<file path="src/rtl/csr_sfx_pkg.sv">
`timescale 1ns/1ps
package csr_sfx_pkg;

  typedef enum logic [1:0] {
    OP_RW   = 2'd0,
    OP_RS   = 2'd1,
    OP_RC   = 2'd2,
    OP_NONE = 2'd3
  } csr_op_e;

  // Result of a CSR access applied to an old register value.
  function automatic logic [31:0] csr_merge(input csr_op_e op,
                                            input logic [31:0] old_val,
                                            input logic [31:0] operand);
    case (op)
      OP_RW:   csr_merge = operand;
      OP_RS:   csr_merge = old_val | operand;
      OP_RC:   csr_merge = old_val & ~operand;
      default: csr_merge = old_val;
    endcase
  endfunction

endpackage

</file>
<file path="src/rtl/csr_sfx_decode.sv">
`timescale 1ns/1ps
module csr_sfx_decode
  import csr_sfx_pkg::*;
#(
  parameter int          ADDR_W       = 12,
  parameter int          NUM_HALVES   = 2,
  parameter int          ACT_W        = 3,
  parameter int          HALT_ACTIONS = 2,
  parameter logic [11:0] ADDR_CNT     = 12'h100,
  parameter logic [11:0] ADDR_TCTL    = 12'h110
) (
  input  logic                  valid,
  input  logic [ADDR_W-1:0]     addr,
  input  csr_op_e               op,
  input  logic                  src_x0,
  input  logic                  fire,
  input  logic [ACT_W-1:0]      action,
  input  logic                  after,
  output logic                  squash,
  output logic [NUM_HALVES-1:0] wr_half,
  output logic                  wr_tctl
);
  localparam logic [ACT_W-1:0] HALT_LIM = ACT_W'(HALT_ACTIONS);

  logic is_write;

  // A halting trigger taken before the instruction cancels it entirely.
  assign squash = fire && !after && (action < HALT_LIM);

  // Set/clear sourced from the zero register is a pure read.
  assign is_write = valid && !squash &&
                    ((op == OP_RW) ||
                     (((op == OP_RS) || (op == OP_RC)) && !src_x0));

  for (genvar g = 0; g < NUM_HALVES; g++) begin : g_half_dec
    assign wr_half[g] = is_write && (addr == ADDR_W'(ADDR_CNT + 12'(g)));
  end

  assign wr_tctl = is_write && (addr == ADDR_W'(ADDR_TCTL));

endmodule

</file>
<file path="src/rtl/csr_sfx_counter.sv">
`timescale 1ns/1ps
module csr_sfx_counter
  import csr_sfx_pkg::*;
#(
  parameter int XLEN  = 32,
  parameter int CNT_W = 64,
  localparam int NUM_HALVES = CNT_W / XLEN
) (
  input  logic                  clk,
  input  logic                  rst,
  input  logic                  inc,
  input  logic [NUM_HALVES-1:0] wr_half,
  input  csr_op_e               op,
  input  logic [XLEN-1:0]       wdata,
  output logic [CNT_W-1:0]      cnt_q
);
  logic [CNT_W-1:0] cnt_d;

  always_comb begin
    cnt_d = cnt_q;
    if (|wr_half) begin
      // Explicit write replaces this instruction's increment.
      for (int g = 0; g < NUM_HALVES; g++) begin
        if (wr_half[g]) begin
          cnt_d[g*XLEN +: XLEN] = csr_merge(op, cnt_q[g*XLEN +: XLEN], wdata);
        end
      end
    end else if (inc) begin
      cnt_d = cnt_q + CNT_W'(1);
    end
  end

  always_ff @(posedge clk) begin
    if (rst) cnt_q <= '0;
    else     cnt_q <= cnt_d;
  end

  AST_CNT_INC: assert property (@(posedge clk) disable iff (rst)
    (inc && !(|wr_half)) |=> (cnt_q == $past(cnt_q) + CNT_W'(1)));

  AST_CNT_LO_WRITE: assert property (@(posedge clk) disable iff (rst)
    (wr_half[0] && op == OP_RW) |=>
      (cnt_q[XLEN-1:0] == $past(wdata)) &&
      (cnt_q[CNT_W-1:XLEN] == $past(cnt_q[CNT_W-1:XLEN])));

  AST_CNT_IDLE: assert property (@(posedge clk) disable iff (rst)
    (!inc && !(|wr_half)) |=> $stable(cnt_q));

endmodule

</file>
<file path="src/rtl/csr_sfx_trigctl.sv">
`timescale 1ns/1ps
module csr_sfx_trigctl
  import csr_sfx_pkg::*;
#(
  parameter int XLEN    = 32,
  parameter int HIT_BIT = 20
) (
  input  logic            clk,
  input  logic            rst,
  input  logic            fire,
  input  logic            after,
  input  logic            wr,
  input  csr_op_e         op,
  input  logic [XLEN-1:0] wdata,
  output logic [XLEN-1:0] tctl_q
);
  logic [XLEN-1:0] tctl_d;

  always_comb begin
    tctl_d = wr ? csr_merge(op, tctl_q, wdata) : tctl_q;
    // Before-timing hit loses to an explicit write; after-timing is ordered last.
    if (fire && (after || !wr)) tctl_d[HIT_BIT] = 1'b1;
  end

  always_ff @(posedge clk) begin
    if (rst) tctl_q <= '0;
    else     tctl_q <= tctl_d;
  end

  AST_HIT_AFTER: assert property (@(posedge clk) disable iff (rst)
    (fire && after) |=> tctl_q[HIT_BIT]);

  AST_HIT_DROPPED: assert property (@(posedge clk) disable iff (rst)
    (fire && !after && wr && op == OP_RW) |=>
      (tctl_q[HIT_BIT] == $past(wdata[HIT_BIT])));

  AST_HIT_KEPT_ON_RS: assert property (@(posedge clk) disable iff (rst)
    (fire && !after && wr && op == OP_RS) |=>
      (tctl_q[HIT_BIT] == ($past(tctl_q[HIT_BIT]) | $past(wdata[HIT_BIT]))));

endmodule

</file>
<file path="src/rtl/csr_sidefx_unit.sv">
`timescale 1ns/1ps
module csr_sidefx_unit
  import csr_sfx_pkg::*;
#(
  parameter int          XLEN      = 32,
  parameter int          CNT_W     = 64,
  parameter int          ADDR_W    = 12,
  parameter int          ACT_W     = 3,
  parameter int          HIT_BIT   = 20,
  parameter logic [11:0] ADDR_CNT  = 12'h100,
  parameter logic [11:0] ADDR_TCTL = 12'h110
) (
  input  logic              clk,
  input  logic              rst,
  input  logic              acc_valid,
  input  logic [ADDR_W-1:0] acc_addr,
  input  logic [1:0]        acc_op,
  input  logic [XLEN-1:0]   acc_wdata,
  input  logic              acc_src_x0,
  output logic [XLEN-1:0]   acc_rdata,
  input  logic              retire,
  input  logic              trig_fire,
  input  logic [ACT_W-1:0]  trig_action,
  input  logic              trig_after,
  output logic [CNT_W-1:0]  cnt_out,
  output logic [XLEN-1:0]   tctl_out
);
  localparam int              NUM_HALVES = CNT_W / XLEN;
  localparam logic [XLEN-1:0] HIT_MASK   = XLEN'(1) << HIT_BIT;

  csr_op_e               op;
  logic                  squash;
  logic [NUM_HALVES-1:0] wr_half;
  logic                  wr_tctl;

  assign op = csr_op_e'(acc_op);

  csr_sfx_decode #(
    .ADDR_W(ADDR_W), .NUM_HALVES(NUM_HALVES), .ACT_W(ACT_W),
    .HALT_ACTIONS(2), .ADDR_CNT(ADDR_CNT), .ADDR_TCTL(ADDR_TCTL)
  ) u_dec (
    .valid(acc_valid), .addr(acc_addr), .op(op), .src_x0(acc_src_x0),
    .fire(trig_fire), .action(trig_action), .after(trig_after),
    .squash(squash), .wr_half(wr_half), .wr_tctl(wr_tctl)
  );

  csr_sfx_counter #(.XLEN(XLEN), .CNT_W(CNT_W)) u_cnt (
    .clk(clk), .rst(rst), .inc(retire && !squash), .wr_half(wr_half),
    .op(op), .wdata(acc_wdata), .cnt_q(cnt_out)
  );

  csr_sfx_trigctl #(.XLEN(XLEN), .HIT_BIT(HIT_BIT)) u_tctl (
    .clk(clk), .rst(rst), .fire(trig_fire), .after(trig_after),
    .wr(wr_tctl), .op(op), .wdata(acc_wdata), .tctl_q(tctl_out)
  );

  // Reads see the state from before this instruction.
  always_comb begin
    acc_rdata = '0;
    for (int g = 0; g < NUM_HALVES; g++) begin
      if (acc_addr == ADDR_W'(ADDR_CNT + 12'(g))) acc_rdata = cnt_out[g*XLEN +: XLEN];
    end
    if (acc_addr == ADDR_W'(ADDR_TCTL)) acc_rdata = tctl_out;
  end

  AST_HALT_CANCELS: assert property (@(posedge clk) disable iff (rst)
    (trig_fire && !trig_after && trig_action < ACT_W'(2)) |=>
      (tctl_out == ($past(tctl_out) | HIT_MASK)) && (cnt_out == $past(cnt_out)));

  AST_RESET_CLEARS: assert property (@(posedge clk)
    rst |=> (cnt_out == '0) && (tctl_out == '0));

endmodule

</file>
<file path="config.mk">
export PLATFORM = sky130hd
export DESIGN_NAME = csr_sidefx_unit
export DESIGN_NICKNAME = d
export VERILOG_FILES = /design/src/rtl/csr_sfx_pkg.sv /design/src/rtl/csr_sfx_decode.sv /design/src/rtl/csr_sfx_counter.sv /design/src/rtl/csr_sfx_trigctl.sv /design/src/rtl/csr_sidefx_unit.sv
export SDC_FILE = /design/constraint.sdc
export NUM_CORES = 1
export LEC_CHECK = 0
export ABC_AREA = 1
export BUFFER_PORTS_ARGS = -buffer_cell sky130_fd_sc_hd__buf_4
export CAP_MARGIN = 40
export CORE_MARGIN = 4
export CORE_UTILIZATION = 45
export CTS_BUF_LIST = sky130_fd_sc_hd__clkbuf_16
export DETAILED_ROUTE_END_ITERATION = 8
export GPL_TIMING_DRIVEN = 1
export PLACE_DENSITY = 0.67
export SLEW_MARGIN = 20
export SYNTH_ARGS = -nofsm -noshare
export SYNTH_HDL_FRONTEND = slang
export SYNTH_HIERARCHICAL = 1
export SYNTH_SLANG_ARGS = --single-unit
</file>
<file path="constraint.sdc">
create_clock -name clk -period 4.9 [get_ports clk]
set_input_delay 0.98 -clock clk [delete_from_list [all_inputs] [get_ports clk]]
set_output_delay 0.98 -clock clk [all_outputs]
set_load 0.05 [all_outputs]
</file>
======== Word-level counts from Yosys, hierarchy flattened ========
Index checks and enable logic that the tools add are counted.
storage, ports and cells
  flip-flop bits (word level) ............. 96
cells by class
  equal/unequal tests ..................... 8
  $add $sub $neg .......................... 1
  mux-type cells .......................... 12
  reduce and logical (&&, ||, !) cells .... 27
  bitwise gates (word level) .............. 7
  order comparisons ....................... 1
operators by type and width
  operator                 number
  $pmux W32 S3             3
  $mux W32                 5
  $mux W64                 2
  $and A32 B32 Y32         3
  $or A32 B32 Y32          3
  $add A64 B1 Y64 const B  1
  $eq A12 B9 Y1 const B    3
  $not A32 Y32             1
  $mux W21                 1
  $logic_and A1 B1 Y1      10
  $reduce_and A3 Y1        2
  $logic_not A1 Y1         4
  $ne A2 B1 Y1 const B     2
  $ne A4 B4 Y1 const B     1
  $reduce_and A2 Y1        2
  $reduce_bool A2 Y1       2
  $reduce_bool A4 Y1       1
  $logic_or A1 B1 Y1       3
  $lt A3 B2 Y1 const B     1
  $reduce_bool A3 Y1       1
  $eq A2 B1 Y1 const B     1
  $eq A2 B2 Y1 const B     1
  $logic_not A2 Y1         1
  $reduce_or A2 Y1         1
  $mux W1                  1

======== Depth between registers and ports, before layout ========
  word-level depth ........................ 12
  depth in mapped cells ................... 17
  mapped depth without buffers ............ 15

======== Cells and area by module ========
The synthesis kept the hierarchy.
by module, submodules not included
  module           area an instance (um2)  cells an instance  times used
  csr_sfx_counter  5939.4                  1041               1
  csr_sfx_trigctl  1750.4                  264                1
  csr_sidefx_unit  1325.0                  239                1
  csr_sfx_decode   183.9                   41                 1

======== Worst setup path before layout ========
Ideal clock, no wire load.
  path kind ............................... input to output
  from .................................... in acc_addr[5]
  to ...................................... out acc_rdata[27]
  arrival time ............................ 2.042 ns
  path slack .............................. 1.878 ns
  cell stages on the path ................. 8
  cell sequence ........................... nor2_1 -> nand2_2 -> nor2_8 -> buf_6 -> nand3_1 -> nand3_1 -> nand2_1 -> inv_1
on the way
  cells in the longest elaborated chain, start to end .. 4
ends and longest elaborated chain
  item                    RTL line               text
  from (decl)             csr_sidefx_unit.sv:16  input logic [ADDR_W-1:0] acc_addr,
  $eq A12 B9 Y1           csr_sidefx_unit.sv:61  if (acc_addr == ADDR_W'(ADDR_CNT + 12'(g))) acc_rdata = cnt_out[g*XLEN +: XLEN];
  $mux W32 (2 in series)  csr_sidefx_unit.sv:61
  $mux W32 (*)            csr_sidefx_unit.sv:63  if (acc_addr == ADDR_W'(ADDR_TCTL)) acc_rdata = tctl_out;
  to (decl)               csr_sidefx_unit.sv:20  output logic [XLEN-1:0] acc_rdata,
Every way passes the cells marked *; elsewhere a longest branch is shown, timed or not.

======== Worst setup path in the final report ========
  from .................................... in acc_op[0]
  to ...................................... reg u_cnt.cnt_q[47]
on the way
  cells in the longest elaborated chain, start to end .. 9
ends and longest elaborated chain
  item                                                         RTL line               text
  from (decl)                                                  csr_sidefx_unit.sv:17  input logic [1:0] acc_op,
  $eq A2 B1 Y1 or $eq A2 B2 Y1 (tied branches)                 csr_sfx_decode.sv:33   (((op == OP_RS) || (op == OP_RC)) && !src_x0));
  $logic_or A1 B1 Y1                                           csr_sfx_decode.sv:33
  $logic_and A1 B1 Y1                                          csr_sfx_decode.sv:33
  $logic_or A1 B1 Y1 (*)                                       csr_sfx_decode.sv:32   ((op == OP_RW) ||
  $logic_and A1 B1 Y1 (*)                                      csr_sfx_decode.sv:31   assign is_write = valid && !squash &&
  $logic_and A1 B1 Y1 (*)                                      csr_sfx_decode.sv:36   assign wr_half[g] = is_write && (addr == ADDR_W'(ADDR_CNT + 12'(g)));
  net wr_half[1]                                               csr_sidefx_unit.sv:33  logic [NUM_HALVES-1:0] wr_half;
  $reduce_or A2 Y1                                             csr_sfx_counter.sv:21  if (|wr_half) begin
  $ne A4 B4 Y1 (no source line), or another cell as far along  -
  $reduce_and A3 Y1 (no source line)                           -
  to (signal assigned)                                         csr_sfx_counter.sv:35  else cnt_q <= cnt_d;
  to (decl)                                                    csr_sfx_counter.sv:15  output logic [CNT_W-1:0] cnt_q
Mark *: on every way through the listed nets, which the timed path passes. The rest lies on a longest branch. The select of a mux whose other input is x is not followed.
A chain may end at the register's enable or synchronous reset.

==> reports/metrics.yaml <==
run_status:
  status: "complete, no violations"
setup_path:
  startpoint_type: "input port"
  max_stage_delay_ns: 0.52
  cp_top_family: "buffers and inverters"
  worstSetupPathType: "in2reg"
  worstPathMaxFanout: 32
  rr_startpoint: "u_cnt/cnt_q[0]"
  worstPathBufferInverterCount: 7
  crit_arrival_ns: 3.97
  critPathMostFrequentCell: "inv_2"
  r2r_setup_slack_ns: 2.80
  crit_path_top_delay_cell: "inv_2"
  endpoint_kind: "flop"
  worst_ep_required_time_ns: 5.15
  worstPathCellList: "buf_4 > inv_1 > ha_1 > inv_1 > o21bai_1 > nand3_1 > nor2_1 > buf_4 > inv_2 > nand2_2 > nand3_1 > o21ai_1 > inv_2 > o21ai_2 > inv_2 > o21ai_0 > a21oi_2"
  r2r_end: "u_cnt/cnt_q[32]"
  reg2reg_depth: 9
clock_tree:
  cts_tree: "done"
  post_cts_buffers: 0
  numCtsBuffers: 9
  cts_hold_buf: 0
  cts_resized: 0
  cts_buffer_depth: 2
  cts.sinks: 96
  h-tree-depth: 3
  cts_root_buf: "clkbuf_16"
  clk_pin_slew_ns: 0.08
  insertion_delay_ns: 0.37
drt:
  drt_wl_total_um: 37900
  wl_per_cell_um: 19.1
  firstDrtPassIters: 7
  vias_per_cell: 5.75
  route.detailed.drc: 0
  drt_iter0_drc: 1372
  ant_nets: 0
  num_vias: 11400
job:
  maxCapViolations: 0
power:
  power_uw: 2280
  powerDensity_mw_per_mm2: 208
  ir_drop_mv: 0.151
  power.leakage_uw: 0.00501
cells_and_area:
  syn2layout_area_growth_pct: 18.6
  drive_gt1_share_pct: 16.6
  finalNetCount: 1778
  antennaDiodeCount: 0
yosys:
  synth_fp_nets: 1650
  synth_common_cells: "nand2_1, nor2_1, inv_1, o21ai_0, a21oi_1"
  synth_top_area_share_pct: 20.9
  synth_edf_count: 0
  ys_seq_elements: 96
  synth.distinct_cells: 45
  synth.largest_area_cell: "dfxtp_1"
  syn_inst: 1585
  synthTopCellsByArea: "dfxtp_1, nand2_1, nor2_1"
  synthFlopType: "dfxtp_1"
  async_flop_share_pct: 0
  yosysMostFrequentCell: "nand2_1"
  synth.cell_area_mm2: 0.00920
  yosysWarnings: 6
  syn_avg_cell_area_um2: 5.80
  ys_seq_area_share_pct: 20.9
global_route:
  grt_overflow: 0
  grt_use_total_pct: 32.4
  grt_pass1_vias: 10200
  grt_pass1_wl_um: 57200
  grt_antenna_before_repair: 0
  grt_max_degree: 65
min_path:
  hp-class: "reg2reg"
  holdPathEnd: "u_tctl/tctl_q[13]"
  holdPathStages: 2
  hold_start: "u_tctl/tctl_q[13]"
sta:
  post-route-period-util_pct: 75.9
  finalHoldViolCount: 0
  max_slew_margin_pct: 44.1
  worst_pin_slew_ns: 0.838
  fin_tns_setup_ns: 0
  setup_violations: 0
  rsz0062_at_grt: "no"
  drv_slew: 0
  period_minus_slack_ns: 3.72
  timing.fmax_mhz: 269
  clock_skew_ns: 0.00804
die:
  start_util_pct: 45.6
  num_rows: 52
  die_h_um: 151
  core_area_mm2: 0.0202
  die_w_um: 151
  die-area_mm2: 0.0228
  ioPinCount: 184
placement:
  gp_congestion: 0.948
  port_buffers: 182
  hpwl_um: 26900
-- sequential cells by signal, indices dropped and copies added (netlist names) --
| name | cells |
|---|---|
| u_cnt/cnt_q | 64 |
| u_tctl/tctl_q | 32 |
-- how the worst max path moves through the flow --
stage | from | to | slack [ns] | cells after the start
global placement | acc_op[0] | u_cnt/cnt_q[55] | 0.97 | 17
floorplan | acc_addr[5] | acc_rdata[27] | 1.88 | 8
global route | acc_op[0] | u_cnt/cnt_q[55] | 1.00 | 17
CTS | acc_addr[5] | acc_rdata[0] | 1.22 | 9
detailed placement | acc_op[1] | u_cnt/cnt_q[63] | 0.89 | 17
finish | acc_op[0] | u_cnt/cnt_q[47] | 1.18 | 17
-- per-layer routing --
metal	vias up	wire length [um]	global-route usage, %
met5	-	0	0
met4	0	1060	9.70
met3	94	4610	6.55
met2	675	16400	49.0
met1	5212	15800	46.5
li1	5448	-	-
-- power breakdown --
part           leakage (uW)  switching, uW  internal, uW
Sequential         0.000787            103           817
Combinational       0.00407            418           197
Clock              0.000146            380           361
-- stage by stage --
step | hold slack, ns | instances | worst slack [ns] | area, um2 | utilization, %
floorplan | 0.739 | 1585 | 1.88 | 9200 | -
global placement | 0.524 | 1967 | 0.965 | 10500 | 52.1
detailed placement | 0.524 | 1971 | 0.892 | 10600 | 52.5
CTS | 0.537 | 1987 | 1.22 | 10900 | 54.0
global route | 0.559 | 1988 | 1.00 | 10900 | 54.1
finish | 0.536 | 1988 | 1.18 | 10900 | 54.1
-- cells in the final DEF, fill, tap and decap left out, types with 3 or more instances in the layout --
master	instances
nor2_8	5
nand3_1	134
clkinv_4	3
o21ai_0	147
nand4_1	8
nand3_2	3
buf_16	3
nand3b_1	34
nor2_1	256
inv_1	155
nand2_2	10
nand2_1	291
o21ai_1	105
ha_1	9
inv_2	14
xnor2_1	15
mux2i_1	10
nor2_4	10
o211ai_1	3
a21oi_2	4
inv_8	3
buf_4	195
nor3_1	5
dfxtp_1	96
xor2_1	8
o22ai_1	3
clkbuf_16	9
nor2_2	9
nand2_4	6
a21oi_1	138
o21bai_1	8
-- cell type report --
class | count | area (um2)
fill | 2114 | 9260
tap | 270 | 338
clock inverter | 7 | 68.8
sequential | 96 | 1920
inverter | 169 | 634
multi-input combinational | 1236 | 6120
clock buffer | 9 | 225
timing repair buffer | 201 | 1600
-- logic make-up after synthesis --
| group | Yosys count | share of synthesized area [%] |
|---|---|---|
| simple gates | 776 | 38.4 |
| compound gates | 417 | 23.5 |
| buf+inv | 253 | 12.6 |
| flops | 96 | 20.9 |
| xor+xnor | 23 | 2.19 |
| mux | 11 | 1.21 |
| fa+ha+maj | 9 | 1.22 |
-- tightest hold or removal path: stages (launching register included) --
cell and delay, ns:
dfxtp_1 0.33, o21ai_1 0.12, a21oi_1 0.04
Power figures use the tool's default switching activity.
